==> src/rtl/fdm_pkg.sv <==
package fdm_pkg;
   // Component blamed for a detected fault
   typedef enum logic [1:0] {
      SRC_LINK  = 2'b00,
      SRC_BUF   = 2'b01,
      SRC_XBAR  = 2'b10,
      SRC_OTHER = 2'b11
   } fdm_src_e;

   localparam int unsigned FDM_SRC_W = 2;
endpackage

==> src/rtl/fdm_crc_calc.sv <==
module fdm_crc_calc #(
   parameter int unsigned DATA_W = 12,
   parameter int unsigned CRC_W  = 4,
   parameter logic [CRC_W-1:0] POLY = 4'b0011
) (
   input  logic [DATA_W-1:0] data_i,
   output logic [CRC_W-1:0]  crc_o
);
   // Bit-serial division unrolled over the covered bits, MSB first, zero start
   always_comb begin
      logic [CRC_W-1:0] acc;
      logic             fb;
      acc = '0;
      for (int i = DATA_W - 1; i >= 0; i--) begin
         fb  = acc[CRC_W-1] ^ data_i[i];
         acc = {acc[CRC_W-2:0], 1'b0};
         if (fb) acc = acc ^ POLY;
      end
      crc_o = acc;
   end
endmodule

==> src/rtl/fdm_port_check.sv <==
module fdm_port_check #(
   parameter int unsigned FLIT_W     = 16,
   parameter int unsigned CRC_W      = 4,
   parameter logic [CRC_W-1:0] POLY  = 4'b0011,
   parameter bit          CRC_AT_LSB = 1'b1
) (
   input  logic              clk,
   input  logic              rst_n,
   input  logic              valid_i,
   input  logic              head_i,
   input  logic              tail_i,
   input  logic [FLIT_W-1:0] data_i,
   output logic              hit_o,
   output logic              err_o
);
   localparam int unsigned COV_W = FLIT_W - CRC_W;

   logic [COV_W-1:0] cover_bits;
   logic [CRC_W-1:0] rx_crc;
   logic [CRC_W-1:0] calc_crc;
   logic             mismatch;
   logic             framing;
   logic             in_pkt_q;
   logic             err_q;

   generate
      if (CRC_AT_LSB) begin : g_crc_low
         assign rx_crc     = data_i[CRC_W-1:0];
         assign cover_bits = data_i[FLIT_W-1:CRC_W];
      end else begin : g_crc_high
         assign rx_crc     = data_i[FLIT_W-1:COV_W];
         assign cover_bits = data_i[COV_W-1:0];
      end
   endgenerate

   fdm_crc_calc #(
      .DATA_W (COV_W),
      .CRC_W  (CRC_W),
      .POLY   (POLY)
   ) i_calc (
      .data_i (cover_bits),
      .crc_o  (calc_crc)
   );

   assign mismatch = calc_crc != rx_crc;
   assign framing  = in_pkt_q;
   assign hit_o    = valid_i && head_i && (mismatch || framing);

   always_ff @(posedge clk or negedge rst_n) begin
      if (!rst_n) begin
         in_pkt_q <= 1'b0;
         err_q    <= 1'b0;
      end else begin
         err_q <= hit_o;
         if (valid_i) begin
            if (head_i)      in_pkt_q <= !tail_i;
            else if (tail_i) in_pkt_q <= 1'b0;
         end
      end
   end

   assign err_o = err_q;

   a_r1_pulse_after_header: assert property (@(posedge clk) disable iff (!rst_n)
      err_q |-> $past(valid_i && head_i));
   a_r3_body_never_pulses: assert property (@(posedge clk) disable iff (!rst_n)
      (valid_i && !head_i) |=> !err_q);
   a_r4_tail_closes_packet: assert property (@(posedge clk) disable iff (!rst_n)
      (valid_i && tail_i) |=> !in_pkt_q);
   a_r4_open_header_faults: assert property (@(posedge clk) disable iff (!rst_n)
      (valid_i && head_i && in_pkt_q) |=> err_q);
endmodule

==> src/rtl/fdm_fault_reg.sv <==
module fdm_fault_reg #(
   parameter int unsigned NUM_ENT = 4,
   parameter int unsigned IDX_W   = 2
) (
   input  logic                          clk,
   input  logic                          rst_n,
   input  logic                          clr_i,
   input  logic [NUM_ENT-1:0]            set_i,
   output logic [NUM_ENT*(IDX_W+1)-1:0]  status_o
);
   localparam int unsigned ENT_W = IDX_W + 1;

   logic [NUM_ENT-1:0] unsafe_q;

   generate
      for (genvar e = 0; e < NUM_ENT; e++) begin : g_ent
         always_ff @(posedge clk or negedge rst_n) begin
            if (!rst_n)          unsafe_q[e] <= 1'b0;
            else if (set_i[e])   unsafe_q[e] <= 1'b1;
            else if (clr_i)      unsafe_q[e] <= 1'b0;
         end

         assign status_o[e*ENT_W +: ENT_W] = {unsafe_q[e], IDX_W'(e)};

         a_r7_entry_sticky: assert property (@(posedge clk) disable iff (!rst_n)
            (unsafe_q[e] && !clr_i) |=> unsafe_q[e]);
         a_r6_set_recorded: assert property (@(posedge clk) disable iff (!rst_n)
            set_i[e] |=> unsafe_q[e]);
         a_r7_clear_empties: assert property (@(posedge clk) disable iff (!rst_n)
            (clr_i && !set_i[e]) |=> !unsafe_q[e]);
         a_r2_no_spurious_set: assert property (@(posedge clk) disable iff (!rst_n)
            (!unsafe_q[e] && !set_i[e]) |=> !unsafe_q[e]);
      end
   endgenerate
endmodule

==> src/rtl/fdm_crc_fault_monitor.sv <==
module fdm_crc_fault_monitor
   import fdm_pkg::*;
#(
   parameter int unsigned NUM_PORTS  = 3,
   parameter int unsigned FLIT_W     = 16,
   parameter int unsigned CRC_W      = 4,
   parameter logic [CRC_W-1:0] POLY  = 4'b0011,
   parameter bit          CRC_AT_LSB = 1'b1,
   localparam int unsigned NUM_ENT   = NUM_PORTS + 1,
   localparam int unsigned IDX_W     = $clog2(NUM_ENT),
   localparam int unsigned ENT_W     = IDX_W + 1
) (
   input  logic                          clk,
   input  logic                          rst_n,
   input  logic                          clr_flt,
   input  logic [NUM_PORTS-1:0]          flit_valid,
   input  logic [NUM_PORTS-1:0]          flit_head,
   input  logic [NUM_PORTS-1:0]          flit_tail,
   input  logic [NUM_PORTS*FLIT_W-1:0]   flit_data,
   input  logic [NUM_PORTS*FDM_SRC_W-1:0] comp_id,
   output logic [NUM_PORTS-1:0]          err_pulse,
   output logic [NUM_ENT*ENT_W-1:0]      fault_status
);
   localparam int unsigned ROUTER_IDX = NUM_PORTS;

   // Elaboration-time parameter checks
   generate
      if (CRC_W < 2)           begin : g_bad_crc  $error("CRC_W must be at least 2"); end
      if (FLIT_W <= CRC_W)     begin : g_bad_flit $error("FLIT_W must exceed CRC_W"); end
      if (NUM_PORTS < 1)       begin : g_bad_port $error("NUM_PORTS must be positive"); end
   endgenerate

   logic [NUM_PORTS-1:0] hit;
   logic [NUM_PORTS-1:0] port_set;
   logic [NUM_PORTS-1:0] core_set;
   logic [NUM_ENT-1:0]   set_vec;

   generate
      for (genvar p = 0; p < NUM_PORTS; p++) begin : g_port
         fdm_src_e src;
         assign src = fdm_src_e'(comp_id[p*FDM_SRC_W +: FDM_SRC_W]);

         fdm_port_check #(
            .FLIT_W     (FLIT_W),
            .CRC_W      (CRC_W),
            .POLY       (POLY),
            .CRC_AT_LSB (CRC_AT_LSB)
         ) i_chk (
            .clk     (clk),
            .rst_n   (rst_n),
            .valid_i (flit_valid[p]),
            .head_i  (flit_head[p]),
            .tail_i  (flit_tail[p]),
            .data_i  (flit_data[p*FLIT_W +: FLIT_W]),
            .hit_o   (hit[p]),
            .err_o   (err_pulse[p])
         );

         assign port_set[p] = hit[p] && (src == SRC_LINK);
         assign core_set[p] = hit[p] && (src != SRC_LINK);

         a_r8_pulse_with_status: assert property (@(posedge clk) disable iff (!rst_n)
            err_pulse[p] |-> (fault_status[p*ENT_W + IDX_W] ||
                              fault_status[ROUTER_IDX*ENT_W + IDX_W]));
      end
   endgenerate

   assign set_vec = {(|core_set), port_set};

   fdm_fault_reg #(
      .NUM_ENT (NUM_ENT),
      .IDX_W   (IDX_W)
   ) i_freg (
      .clk      (clk),
      .rst_n    (rst_n),
      .clr_i    (clr_flt),
      .set_i    (set_vec),
      .status_o (fault_status)
   );
endmodule

==> config.mk <==
export PLATFORM = sky130hd
export DESIGN_NAME = fdm_crc_fault_monitor
export DESIGN_NICKNAME = d
export VERILOG_FILES = /design/src/rtl/fdm_pkg.sv /design/src/rtl/fdm_crc_calc.sv /design/src/rtl/fdm_port_check.sv /design/src/rtl/fdm_fault_reg.sv /design/src/rtl/fdm_crc_fault_monitor.sv
export SDC_FILE = /design/constraint.sdc
export NUM_CORES = 1
export LEC_CHECK = 0
export ABC_CLOCK_PERIOD_IN_PS = 3200
export BUFFER_PORTS_ARGS = -buffer_cell sky130_fd_sc_hd__buf_2
export CAP_MARGIN = 20
export CORE_MARGIN = 3
export CORE_UTILIZATION = 40
export CTS_CLUSTER_SIZE = 10
export DETAILED_ROUTE_END_ITERATION = 8
export PLACE_DENSITY = 0.75
export SLEW_MARGIN = 20
export SYNTH_ARGS = -nofsm -noshare
export SYNTH_HDL_FRONTEND = slang
export SYNTH_SLANG_ARGS = --single-unit
==> constraint.sdc <==
create_clock -name clk -period 3.2 [get_ports clk]
set_clock_uncertainty 0.2 [all_clocks]
set_input_delay 0.16 -clock clk [delete_from_list [all_inputs] [get_ports clk]]
set_output_delay 0.16 -clock clk [all_outputs]
set_load 0.005 [all_outputs]
## After elaboration in Yosys (flattened, before gate mapping)

Index checks and enable logic that the tools add are counted.

| storage, ports and cells | value |
|---|---|
| register bits | 10 |
| input port bits | 66 |

| operators by class | value |
|---|---|
| equality and inequality tests | 3 |
| multiplexer cells | 47 |
| bitwise logic cells | 66 |
| reduce and logical (&&, ||, !) cells | 35 |

Operator list:

| kind | number |
|---|---|
| $mux 2 | 36 |
| $not 2->2 | 33 |
| $xor 1x1->1 | 27 |
| $reduce_bool 2->1 | 10 |
| $logic_and 1x1->1 | 12 |
| $ne 4x4->1 | 3 |
| $mux 1 | 11 |
| $logic_not 2->1 | 3 |
| $reduce_and 2->1 | 3 |
| $xor 1x1->1 const A | 6 |
| $logic_not 1->1 | 3 |
| $logic_or 1x1->1 | 3 |
| $reduce_or 3->1 | 1 |

## Depth between registers and ports, before layout

Gate-level depths: netlist of run 1.

| logic depth | value |
|---|---|
| depth in word-level cells | 29 |
| depth in mapped cells | 7 |

## Cells and area by module

A second synthesis of run 1 with hierarchy kept.

| unflattened totals | value |
|---|---|
| cells, all modules | 104 |
| area, all modules | 1201.2 µm² |

Modules (own cells, without submodules):

| module | instances | cells an instance | area an instance (µm²) | sequential area each (µm²) |
|---|---|---|---|---|
| fdm_crc_calc | 3 | 16 | 203.9 | 0.0 |
| fdm_port_check | 3 | 10 | 110.1 | 50.0 |
| fdm_fault_reg | 1 | 19 | 201.4 | 100.1 |
| fdm_crc_fault_monitor | 1 | 7 | 57.6 | 0.0 |

## Least setup slack after synthesis of run 1

No wires, ideal clock.

| timing | value |
|---|---|
| path type | input-to-reg |
| start | input port flit_data[12] |
| end | register i_freg.unsafe_q[3] (netlist: i_freg.status_o[11]) |
| setup time | 0.140 ns |
| data arrival time | 1.777 ns |
| required time | 2.860 ns |
| slack | 1.084 ns |
| cell stages on the path | 7 |
| path buffers | 0 |
| path through | xnor2_4 > xnor3_1 > or3_1 > a211oi_2 > a31oi_1 > o311ai_4 > o221ai_2 |

| between the ends | value |
|---|---|
| word-level cells in the longest chain between the ends | 16 |
| elaborated cells on any way between the ends | 26 |
| those cells by class | eq/ne (1); mux (9); bitwise (11); reduce/logical (5) |

RTL lines:

| element | line | RTL |
|---|---|---|
| from (decl) | fdm_crc_fault_monitor.sv:19 | `input logic [NUM_PORTS*FLIT_W-1:0] flit_data,` |
| $xor 1x1->1 (*) | fdm_crc_calc.sv:15 | `fb = acc[CRC_W-1] ^ data_i[i];` |
| $mux 2 (*) | fdm_crc_calc.sv:17 | `if (fb) acc = acc ^ POLY;` |
| $not 2->2 (no line) or $xor 1x1->1 (tied branches) | - |  |
| $mux 2 | fdm_crc_calc.sv:17 |  |
| $xor 1x1->1 or $not 2->2 (tied branches) | - |  |
| $mux 2 | fdm_crc_calc.sv:17 |  |
| $not 2->2 (no line) or $xor 1x1->1 (tied branches) | - |  |
| $mux 2 | fdm_crc_calc.sv:17 |  |
| $xor 1x1->1 or $not 2->2 (tied branches) | - |  |
| $mux 2 | fdm_crc_calc.sv:17 |  |
| $ne 4x4->1 (*) | fdm_port_check.sv:45 | `assign mismatch = calc_crc != rx_crc;` |
| $logic_or 1x1->1 (*) | fdm_port_check.sv:47 | `assign hit_o = valid_i && head_i && (mismatch \|\| framing);` |
| $logic_and 1x1->1 (*) | fdm_port_check.sv:47 |  |
| $logic_and 1x1->1 (*) | fdm_crc_fault_monitor.sv:60 | `assign core_set[p] = hit[p] && (src != SRC_LINK);` |
| $reduce_or 3->1 (*) | fdm_crc_fault_monitor.sv:68 | `assign set_vec = {(\|core_set), port_set};` |
| $mux 1 or $reduce_bool 2->1 (tied branches) | - |  |
| to (signal, indexed assignment) | fdm_fault_reg.sv:18 | `if (!rst_n) unsafe_q[e] <= 1'b0;` |
| to (signal, indexed assignment) | fdm_fault_reg.sv:19 | `else if (set_i[e]) unsafe_q[e] <= 1'b1;` |
| to (signal, indexed assignment) | fdm_fault_reg.sv:20 | `else if (clr_i) unsafe_q[e] <= 1'b0;` |
| to (decl) | fdm_fault_reg.sv:13 | `logic [NUM_ENT-1:0] unsafe_q;` |

Every way passes the cells marked *; elsewhere a longest branch is shown, timed or not.
A chain may end at the register's enable or synchronous reset.

## Worst setup path after layout of run 1

| timing | value |
|---|---|
| start | input port flit_data[12] |
| end | register i_freg.unsafe_q[0] (netlist: i_freg.status_o[2]) |

| between the ends | value |
|---|---|
| word-level cells in the longest chain between the ends | 15 |
| elaborated cells on any way between the ends | 25 |
| those cells by class | eq/ne (1); mux (9); bitwise (11); reduce/logical (4) |

RTL lines:

| element | line | RTL |
|---|---|---|
| $xor 1x1->1 (*) | fdm_crc_calc.sv:15 |  |
| $mux 2 (*) | fdm_crc_calc.sv:17 |  |
| $not 2->2 (no line) or $xor 1x1->1 (tied branches) | - |  |
| $mux 2 | fdm_crc_calc.sv:17 |  |
| $xor 1x1->1 or $not 2->2 (tied branches) | - |  |
| $mux 2 | fdm_crc_calc.sv:17 |  |
| $not 2->2 (no line) or $xor 1x1->1 (tied branches) | - |  |
| $mux 2 | fdm_crc_calc.sv:17 |  |
| $xor 1x1->1 or $not 2->2 (tied branches) | - |  |
| $mux 2 | fdm_crc_calc.sv:17 |  |
| $ne 4x4->1 (*) | fdm_port_check.sv:45 |  |
| $logic_or 1x1->1 (*) | fdm_port_check.sv:47 |  |
| $logic_and 1x1->1 (*) | fdm_port_check.sv:47 |  |
| $logic_and 1x1->1 (*) | fdm_crc_fault_monitor.sv:59 | `assign port_set[p] = hit[p] && (src == SRC_LINK);` |
| $mux 1 or $reduce_bool 2->1 (tied branches) | - |  |

Marks and branches as above.

==> summary.txt, run 1 <==
Timing
  • Unrepaired setup endpoints after global routing: no
  • Final hold vios: 0
  • Tcrit/Tclk final: 83.7%
  • Max Slew Vio Count: 0
  • Setup TNS: 0 ns
  • Tmin final: 2.68 ns
  • Final setup violation count: 0
  • FMAX: 373 MHz
  • Max-slew headroom: 67.2%
  • Least-Margin Pin Slew: 0.485 ns

Placement
  • Number of port buffers: 72
  • DP Wirelength: 2440 µm
  • Gp weighted congestion: 0.762

Routing
  • DRT antenna net count: 0
  • 1st-iter DRT viols: 15
  • Drt total wl: 2850 µm
  • DR vias: 1127
  • DR WL/cell: 11.2 µm
  • Via density: 4.42
  • Number of detailed-route iterations in the first pass: 3
  • # DRC: 0

Global route
  • Vias in the first global route: 1085
  • GRT Total Usage: 13.9%
  • First-pass GRT wire length: 4450 µm
  • Largest net degree at the start of global routing: 11
  • Total gr overflow: 0
  • Initial antenna violation count: 0

Layout
  • # fillers: 297
  • Number of diodes: 0
  • Leading cell type in the layout, fill and taps excluded: buf_2
  • Layout cell share with drive strength beyond 1: 38.4%
  • Fin util: 61.0%
  • Final nets: 278
  • Most frequent cells in the layout: 72 x buf_2, 30 x xnor2_1, 17 x dlygate4sd3_1, 13 x xnor3_1, 11 x xor2_1
  • Area grow syn2layout: 42.2%

Worst setup path
  • Buf+Inv Stages, Crit Path: 2
  • Critical path's top delay family: compound AO/OA/AOI/OAI gates
  • Number of cells on the critical path: 9
  • CP Class: in -> reg
  • CP cell instances: buf_2, xnor2_4, xnor3_1, or3_1, a211oi_2, a31oi_1, o311ai_4, o32ai_1, dlygate4sd3_1
  • WP data required: 3.15 ns
  • Crit-path max cell delay: 0.57 ns
  • Critical path fanouts, max: 4
  • Critical Path AT: 2.63 ns
  • CP endpoint kind: register
  • R2R cell count: 3
  • Startpoint types: input port
  • Slowest-stage cell, CP: dlygate4sd3_1

Clocking
  • Clk buf depth: 2
  • Root Driver: clkbuf_4
  • Hold-fix buffers at CTS: 17
  • CTS tree: built
  • Clk_lat worst skew: 0.26 ns
  • CTS Buf Count: 3
  • Post-CTS resize count: 0
  • Worst-path clk slew: 0.06 ns
  • Total number of H-tree levels: 1
  • Setup bufs post-CTS: 0
  • Sink Count: 10

Floorplan
  • Core area: 3100 µm²
  • Row cnt: 20
  • Ports: 81
  • Starting density of the core: 42.9%
  • Die height: 63.7 µm
  • Die Width: 63.7 µm
  • Die area: 4060 µm²

Logic synthesis
  • Ys async rst share: 100%
  • Synth warnings: 0
  • Top FF cell, synth: dfrtp_1
  • Unique masters post-synth: 33
  • Post-synth top area share: 22.0%
  • Synthesized flop and latch total: 10
  • Yosys top cell by area: xnor3_1
  • Main area contributors after synthesis: xnor3_1 22%, xnor2_1 20%, dfrtp_1 19%
  • Post-synthesis cell count: 123
  • Post-synth EDFFs: 0
  • Avg Inst Size Synth: 10.8 µm²
  • Synthesized cell area: 1330 µm²
  • Sequential area share after synthesis: 18.8%

Power and ir drop
  • Sequential share of power: 23.1%
  • PwrDens: 348 nW/µm²
  • Comb pwr share: 60.1%
  • Internal power: 436 µW
  • Clk network pwr share: 16.8%
  • VDD IR max: 240 µV
  • Sw Ratio: 33.8%
  • Power, Total: 659 µW
  • Leakage dissipation: 0.972 nW
  • Net Sw Power: 223 µW

Min path
  • Hold path cells: 3
  • HP Class: in -> reg

Outcome
  • Status: finished clean

Job
  • Max-cap violations: 0
Yosys cell counts (2+ instances only):
cell and count:
a31oi_1 2, nand2_1 3, o32ai_1 2, inv_1 6
o211ai_1 2, a21oi_1 5, nor3_1 2, dfrtp_1 10
xor2_1 11, buf_4 11, xnor2_1 30, conb_1 2
xnor3_1 13, nor2_1 5
path summary, 6_finish.rpt:
path | from | to | slack, ns
max | flit_data[12] | i_freg.status_o[2] | 0.52
min | flit_valid[1] | g_port[1].i_chk.err_o | 0.03
max reg2reg | g_port[1].i_chk.framing | i_freg.status_o[11] | 1.31
min reg2reg | g_port[1].i_chk.framing | g_port[1].i_chk.err_o | 0.42
max in group asynchronous | rst_n | i_freg.status_o[11] | 2.54
min in group asynchronous | rst_n | g_port[0].i_chk.err_o | 0.08
per-layer routing:
metal / part of all wire (%) / GRT usage (%)
met5: 0 / 0
met3: 7.1 / 4.99
met4: 1.1 / 3.50
met2: 51 / 25.0
met1: 41 / 15.5
stage by stage:
| stage | cell area (µm²) | instances | worst slack, ns | hold WS, ns |
|---|---|---|---|---|
| after floorplan | 1350 | 129 | 1.08 | -0.336 |
| after global placement | 1690 | 234 | 0.824 | -0.170 |
| after detailed placement | 1690 | 234 | 0.792 | -0.168 |
| after CTS | 1890 | 255 | 0.528 | 0.0306 |
| after global routing | 1890 | 255 | 0.425 | 0.0294 |
| final | 1890 | 255 | 0.521 | 0.0293 |
worst reg2reg max path, cell delays in order, from the launching register on:
cell           delay, ns
dfrtp_1             0.37
o311ai_1            0.47
o221ai_2            0.16
dlygate4sd3_1       0.57
registers in the layout, summed over array words and instances, names as in the netlist:
register,count
g_port.i_chk.framing,3
i_freg.status_o,4
g_port.i_chk.err_o,3
power groups by stage:
stage	registers [mW]	clock network, mW	logic [mW]
floorplan	0.155	0	0.281
global placement	0.155	0	0.363
detailed placement	0.155	0	0.370
CTS	0.152	0.115	0.399
global route	0.155	0.126	0.428
finish	0.152	0.111	0.396
cell type report:
class	instances	area [µm²]	share of cell area [%]
flip-flops and latches	10	250	13.2
repair buffers	89	531	28.0
inverters	6	22.5	1.19
clock buffers	4	36.3	1.92
multi-input cells	102	998	52.7
well taps	44	55.1	2.91
logic make-up after synthesis:
kind of cell	after synthesis	synth area share (%)
xor+xnor	56	52.8
compound gates	20	13.0
buf+inv	17	7.89
flops	10	18.8
simple gates	18	6.96
other cells	2	0.564
Power figures use the tool's default switching activity.
==> run 2: changes to the inputs <==
--- a/config.mk
+++ b/config.mk
@@ -5,14 +5,14 @@
 export SDC_FILE = /design/constraint.sdc
 export NUM_CORES = 1
 export LEC_CHECK = 0
-export ABC_CLOCK_PERIOD_IN_PS = 3200
+export ABC_CLOCK_PERIOD_IN_PS = 2400
 export BUFFER_PORTS_ARGS = -buffer_cell sky130_fd_sc_hd__buf_2
 export CAP_MARGIN = 20
 export CORE_MARGIN = 3
-export CORE_UTILIZATION = 40
+export CORE_UTILIZATION = 39
 export CTS_CLUSTER_SIZE = 10
 export DETAILED_ROUTE_END_ITERATION = 8
-export PLACE_DENSITY = 0.75
+export PLACE_DENSITY = 0.76
 export SLEW_MARGIN = 20
 export SYNTH_ARGS = -nofsm -noshare
 export SYNTH_HDL_FRONTEND = slang
==> constraint.sdc (replaced) <==
create_clock -name clk -period 2.4 [get_ports clk]
set_clock_uncertainty 0.2 [all_clocks]
set_input_delay 0.12 -clock clk [delete_from_list [all_inputs] [get_ports clk]]
set_output_delay 0.12 -clock clk [all_outputs]
set_load 0.005 [all_outputs]
==> run 2 against run 1 <==
Register-to-register slack lost 0.35 ns. Flip-flop and latch count is the same. First-iteration DRC count shrank 40%. Routed wire length grew 1.8%. Setup slack lost 0.14 ns. Clock power grew 38%. Highest routed layer is now met3.
==> summary.txt, run 2 (synthesis gave the netlist of run 1 again) <==
Worst setup path
  • R2R cell count: 3
  • WP data required: 2.39 ns
  • Crit. Startpoint: flit_data[44]
  • Reg-to-reg startpoint: g_port[0].i_chk.framing
  • CP endpoint kind: register
  • CP Class: in -> reg
  • End point of the critical path: i_freg.status_o[11]
  • Critical R2R Capture: g_port[0].i_chk.framing
  • Critical path fanouts, max: 4
  • Startpoint types: input port
  • Critical Path AT: 2.01 ns
  • R2R setup slack: 0.96 ns

Floorplan
  • Starting density of the core: 42.2%
  • Core area: 3150 µm²
  • Ports: 81
  • Die Width: 64.4 µm
  • Die height: 64.4 µm
  • Row cnt: 20
  • Die area: 4150 µm²

Layout
  • Number of diodes: 0
  • Most frequent cells in the layout: 72 x buf_2, 30 x xnor2_1, 17 x dlygate4sd3_1, 13 x xnor3_1, 11 x xor2_1
  • Max FFs per register: 4
  • Layout cell share with drive strength beyond 1: 39.0%
  • Fin util: 60.5%
  • Area grow syn2layout: 43.3%
  • Leading cell type in the layout, fill and taps excluded: buf_2
  • Multi-input logic area: 998 µm²
  • Register area: 250 µm²
  • # fillers: 299
  • Final nets: 280

Clocking
  • Clk buf depth: 2
  • Sink Count: 10
  • CTS tree: built
  • Root Driver: clkbuf_4
  • CTS Buf Count: 3
  • Setup bufs post-CTS: 0
  • Total number of H-tree levels: 1
  • Worst-path clk slew: 0.07 ns
  • Clk_lat worst skew: 0.27 ns

Global route
  • Initial antenna violation count: 0
  • Largest net degree at the start of global routing: 11
  • GRT Total Usage: 14.5%
  • Total gr overflow: 0
  • Vias in the first global route: 1171
  • First-pass GRT wire length: 4750 µm

Routing
  • Met1 WL: 1070 µm
  • DR vias: 1140
  • Via density: 4.44
  • DR WL met3: 162 µm
  • DR WL/cell: 11.3 µm
  • DR top layer: met3
  • # DRC: 0
  • DRT antenna net count: 0
  • WL met2: 1670 µm
  • Drt total wl: 2900 µm
  • Number of detailed-route iterations in the first pass: 3
  • 1st-iter DRT viols: 9

Power and ir drop
  • PwrDens: 459 nW/µm²
  • Power, Total: 875 µW
  • VDD IR max: 235 µV
  • Leakage dissipation: 0.979 nW

Job
  • Max-cap violations: 0

Timing
  • Setup WS post-layout: 0.377 ns
  • Unrepaired setup endpoints after global routing: no
  • Tmin final: 2.02 ns
  • Final hold vios: 0
  • Tcrit/Tclk final: 84.3%
  • FMAX: 494 MHz
  • Max Slew Vio Count: 0
  • Setup TNS: 0 ns
  • Final setup violation count: 0

Min path
  • Hold path cells: 4
  • HP Class: in -> reg
  • Min-delay src: flit_valid[1]

Placement
  • Gp weighted congestion: 0.710
  • DP Wirelength: 2570 µm
  • Number of port buffers: 72
  • Pre-CTS WS: 0.0617 ns

Outcome
  • Status: finished clean
run 2: cell types whose count changed in the layout (fill, tap and decap cells not counted), sizes merged:
cell,change
buf,+2
run 2: layout make-up:
type / instances / area share [%]
Timing Repair Buffer: 91 / 28.6
Inverter: 6 / 1.18
Multi-Input combinational cell: 102 / 52.3
Tap cell: 44 / 2.89
Sequential cell: 10 / 13.1
Clock buffer: 4 / 1.90
run 2: what timing repair did:
action | 4_1_cts | 5_1_grt
hold buffers | 17 | 0
gates resized for setup | 0 | 0
hold endpoints to repair | 18 | 0
run 2: worst min path at each step:
stage                                    to  slack [ns]
CTS                   g_port[1].i_chk.err_o        0.02
detailed placement    g_port[1].i_chk.err_o       -0.21
finish                g_port[1].i_chk.err_o        0.03
floorplan             g_port[0].i_chk.err_o       -0.38
global placement    g_port[2].i_chk.framing       -0.21
global route          g_port[1].i_chk.err_o        0.03
run 2: where the power goes:
| part | switching, mW | leakage (nW) | internal [mW] | total, mW |
|---|---|---|---|---|
| Sequential | 0.0104 | 0.126 | 0.193 | 0.203 |
| Clock | 0.0606 | 0.0210 | 0.0921 | 0.153 |
| Combinational | 0.227 | 0.833 | 0.292 | 0.519 |
| Total | 0.298 | 0.979 | 0.577 | 0.875 |
run 2: critical path, cell delays in order:
cell and delay [ns]:
buf_2 0.11, xnor2_1 0.36, xor3_1 0.47, and3b_1 0.21
a2111o_1 0.38, o211ai_1 0.16, a21oi_1 0.14, o221ai_2 0.07
run 2: through the flow:
stage / instances / area, µm² / hold slack (ns)
floorplan: 129 / 1350 / -0.376
global placement: 236 / 1700 / -0.207
detailed placement: 236 / 1700 / -0.205
CTS: 257 / 1910 / 0.0231
global route: 257 / 1910 / 0.0328
finish: 257 / 1910 / 0.0315
run 2: routing by layer:
| metal | global-route usage (%) | up-vias |
|---|---|---|
| met4 | 3.17 | 0 |
| met1 | 16.2 | 519 |
| met2 | 27.3 | 39 |
| met5 | 0 | - |
| li1 | - | 582 |
| met3 | 3.99 | 0 |
==> run 3: changes to the inputs <==
--- a/config.mk
+++ b/config.mk
@@ -5,14 +5,14 @@
 export SDC_FILE = /design/constraint.sdc
 export NUM_CORES = 1
 export LEC_CHECK = 0
-export ABC_CLOCK_PERIOD_IN_PS = 2400
+export ABC_CLOCK_PERIOD_IN_PS = 1950
 export BUFFER_PORTS_ARGS = -buffer_cell sky130_fd_sc_hd__buf_2
 export CAP_MARGIN = 20
 export CORE_MARGIN = 3
-export CORE_UTILIZATION = 39
+export CORE_UTILIZATION = 40
 export CTS_CLUSTER_SIZE = 10
 export DETAILED_ROUTE_END_ITERATION = 8
-export PLACE_DENSITY = 0.76
+export PLACE_DENSITY = 0.75
 export SLEW_MARGIN = 20
 export SYNTH_ARGS = -nofsm -noshare
 export SYNTH_HDL_FRONTEND = slang
==> constraint.sdc (replaced) <==
create_clock -name clk -period 1.95 [get_ports clk]
set_clock_uncertainty 0.2 [all_clocks]
set_input_delay 0.0975 -clock clk [delete_from_list [all_inputs] [get_ports clk]]
set_output_delay 0.0975 -clock clk [all_outputs]
set_load 0.005 [all_outputs]
==> run 3 against run 2 <==
Routed wire length is 14% higher. Final cell count is 8.9% higher. Count of clock-buffer cells in the layout is 1 lower. Sequential power is 24% higher. Hold slack worse by 0.015 ns. Final area is 16% higher. Non-clock buffer count is 24 higher. Combinational power is 52% higher. First-iteration DRC count grew to 3.7 times the previous value. Clock power is 12% lower. Sequential share of layout area is 1.8 points lower.
==> summary.txt, run 3 (synthesis gave the netlist of run 1 again) <==
Floorplan
  • Core area: 3100 µm²
  • Die area: 4060 µm²
  • Ports: 81
  • Die Width: 63.7 µm
  • Die height: 63.7 µm
  • Starting density of the core: 42.9%
  • Row cnt: 20

Clocking
  • Root Driver: clkbuf_4
  • CTS tree: built
  • Sink Count: 10
  • Worst-path clk slew: 0.06 ns
  • CTS Buf Count: 3
  • Clk_lat worst skew: 0.26 ns
  • Clk buf depth: 2
  • Total number of H-tree levels: 1

Layout
  • Area grow syn2layout: 65.6%
  • Max FFs per register: 4
  • Fin util: 71.0%
  • Leading cell type in the layout, fill and taps excluded: buf_2
  • Final nets: 304
  • Layout cell share with drive strength beyond 1: 49.2%
  • Number of diodes: 0
  • Most frequent cells in the layout: 69 x buf_2, 24 x xnor2_1, 24 x buf_4, 19 x dlygate4sd3_1, 13 x xnor3_1

Power and ir drop
  • Net Sw Power: 409 µW
  • Clk network pwr share: 11.5%
  • Leakage dissipation: 1.14 nW
  • Sw Ratio: 34.7%
  • Internal power: 769 µW
  • VDD IR max: 249 µV
  • Power, Total: 1.18 mW
  • PwrDens: 535 nW/µm²
  • Sequential share of power: 21.4%
  • Comb pwr share: 67.1%

Placement
  • Number of port buffers: 72
  • DP Wirelength: 2490 µm
  • Gp weighted congestion: 0.737

Timing
  • Final setup violation count: 0
  • Tmin final: 1.94 ns
  • FMAX: 516 MHz
  • Max Slew Vio Count: 0
  • Tcrit/Tclk final: 99.3%
  • Hold slack final: 0.0163 ns
  • Unrepaired setup endpoints after global routing: yes
  • Final hold vios: 0

Worst setup path
  • Critical path fanouts, max: 3
  • Startpoint types: input port
  • WP data required: 1.89 ns
  • CP endpoint kind: register
  • CP Class: in -> reg
  • R2R setup slack: 0.46 ns
  • Critical Path AT: 1.88 ns

Routing
  • DR WL/cell: 11.8 µm
  • Number of detailed-route iterations in the first pass: 4
  • Drt total wl: 3320 µm
  • Via density: 4.50
  • 1st-iter DRT viols: 33
  • # DRC: 0
  • DRT antenna net count: 0
  • DR vias: 1260

Global route
  • Initial antenna violation count: 0
  • GRT Total Usage: 16.6%
  • Total gr overflow: 0
  • Vias in the first global route: 1263
  • Largest net degree at the start of global routing: 11
  • First-pass GRT wire length: 5410 µm

Job
  • Max-cap violations: 0

Min path
  • HP Class: in -> reg

Outcome
  • Status: finished clean
run 3: routing by layer:
| metal | up-vias | share of wire [%] | GRT usage (%) |
|---|---|---|---|
| met2 | 53 | 57 | 32.3 |
| li1 | 627 | - | - |
| met5 | - | 0 | 0 |
| met4 | 0 | 0.15 | 4.04 |
| met3 | 2 | 6.5 | 2.32 |
| met1 | 578 | 37 | 18.7 |
run 3: final timing paths:
path | from | endpoint | cells after the start
worst max-delay path | flit_data[14] | i_freg.status_o[2] | 8
max in group asynchronous | rst_n | g_port[0].i_chk.err_o | 2
worst max register to register | g_port[1].i_chk.framing | g_port[1].i_chk.framing | 3
min in group asynchronous | rst_n | g_port[0].i_chk.framing | 2
worst min-delay path | flit_data[32] | g_port[2].i_chk.err_o | 3
worst min register to register | i_freg.status_o[8] | i_freg.status_o[8] | 2
run 3: timing repair:
item	in CTS	in global routing
setup endpoints to repair	0	6
setup buffers	0	1
hold buffers	19	0
hold endpoints to repair	19	0
gates resized for setup	0	19
run 3: stage by stage:
stage | setup slack [ns] | instances | cell area (µm²) | setup TNS (ns)
5_1_grt | -0.0796 | 280 | 2200 | -0.177
3_3_place_gp | -0.213 | 257 | 1890 | -0.909
6_report | 0.0131 | 280 | 2200 | 0
2_1_floorplan | -0.0102 | 129 | 1380 | -0.0102
3_5_place_dp | -0.266 | 257 | 1890 | -1.17
4_1_cts | 0.00861 | 279 | 2100 | 0
run 3: layout make-up:
cell class | instances | area [µm²]
clock buffers | 3 | 22.5
fillers | 237 | 898
inverters | 6 | 22.5
multi-input cells | 102 | 1100
flip-flops and latches | 10 | 250
well taps | 44 | 55.1
repair buffers | 115 | 757
run 3: worst max-delay path, stage by stage:
cell      delay [ns]
buf_8           0.08
xnor3_1         0.43
xnor2_2         0.17
or3_4           0.39
a211oi_4        0.21
a31oi_2         0.07
o311ai_4        0.29
o32ai_2         0.13
run 3: power by group through the flow:
stage	Sequential [mW]	Clock, mW	Combinational (mW)
finish	0.252	0.135	0.791
global route	0.256	0.148	0.858
floorplan	0.255	0	0.469
detailed placement	0.255	0	0.692
CTS	0.251	0.139	0.729
global placement	0.255	0	0.676
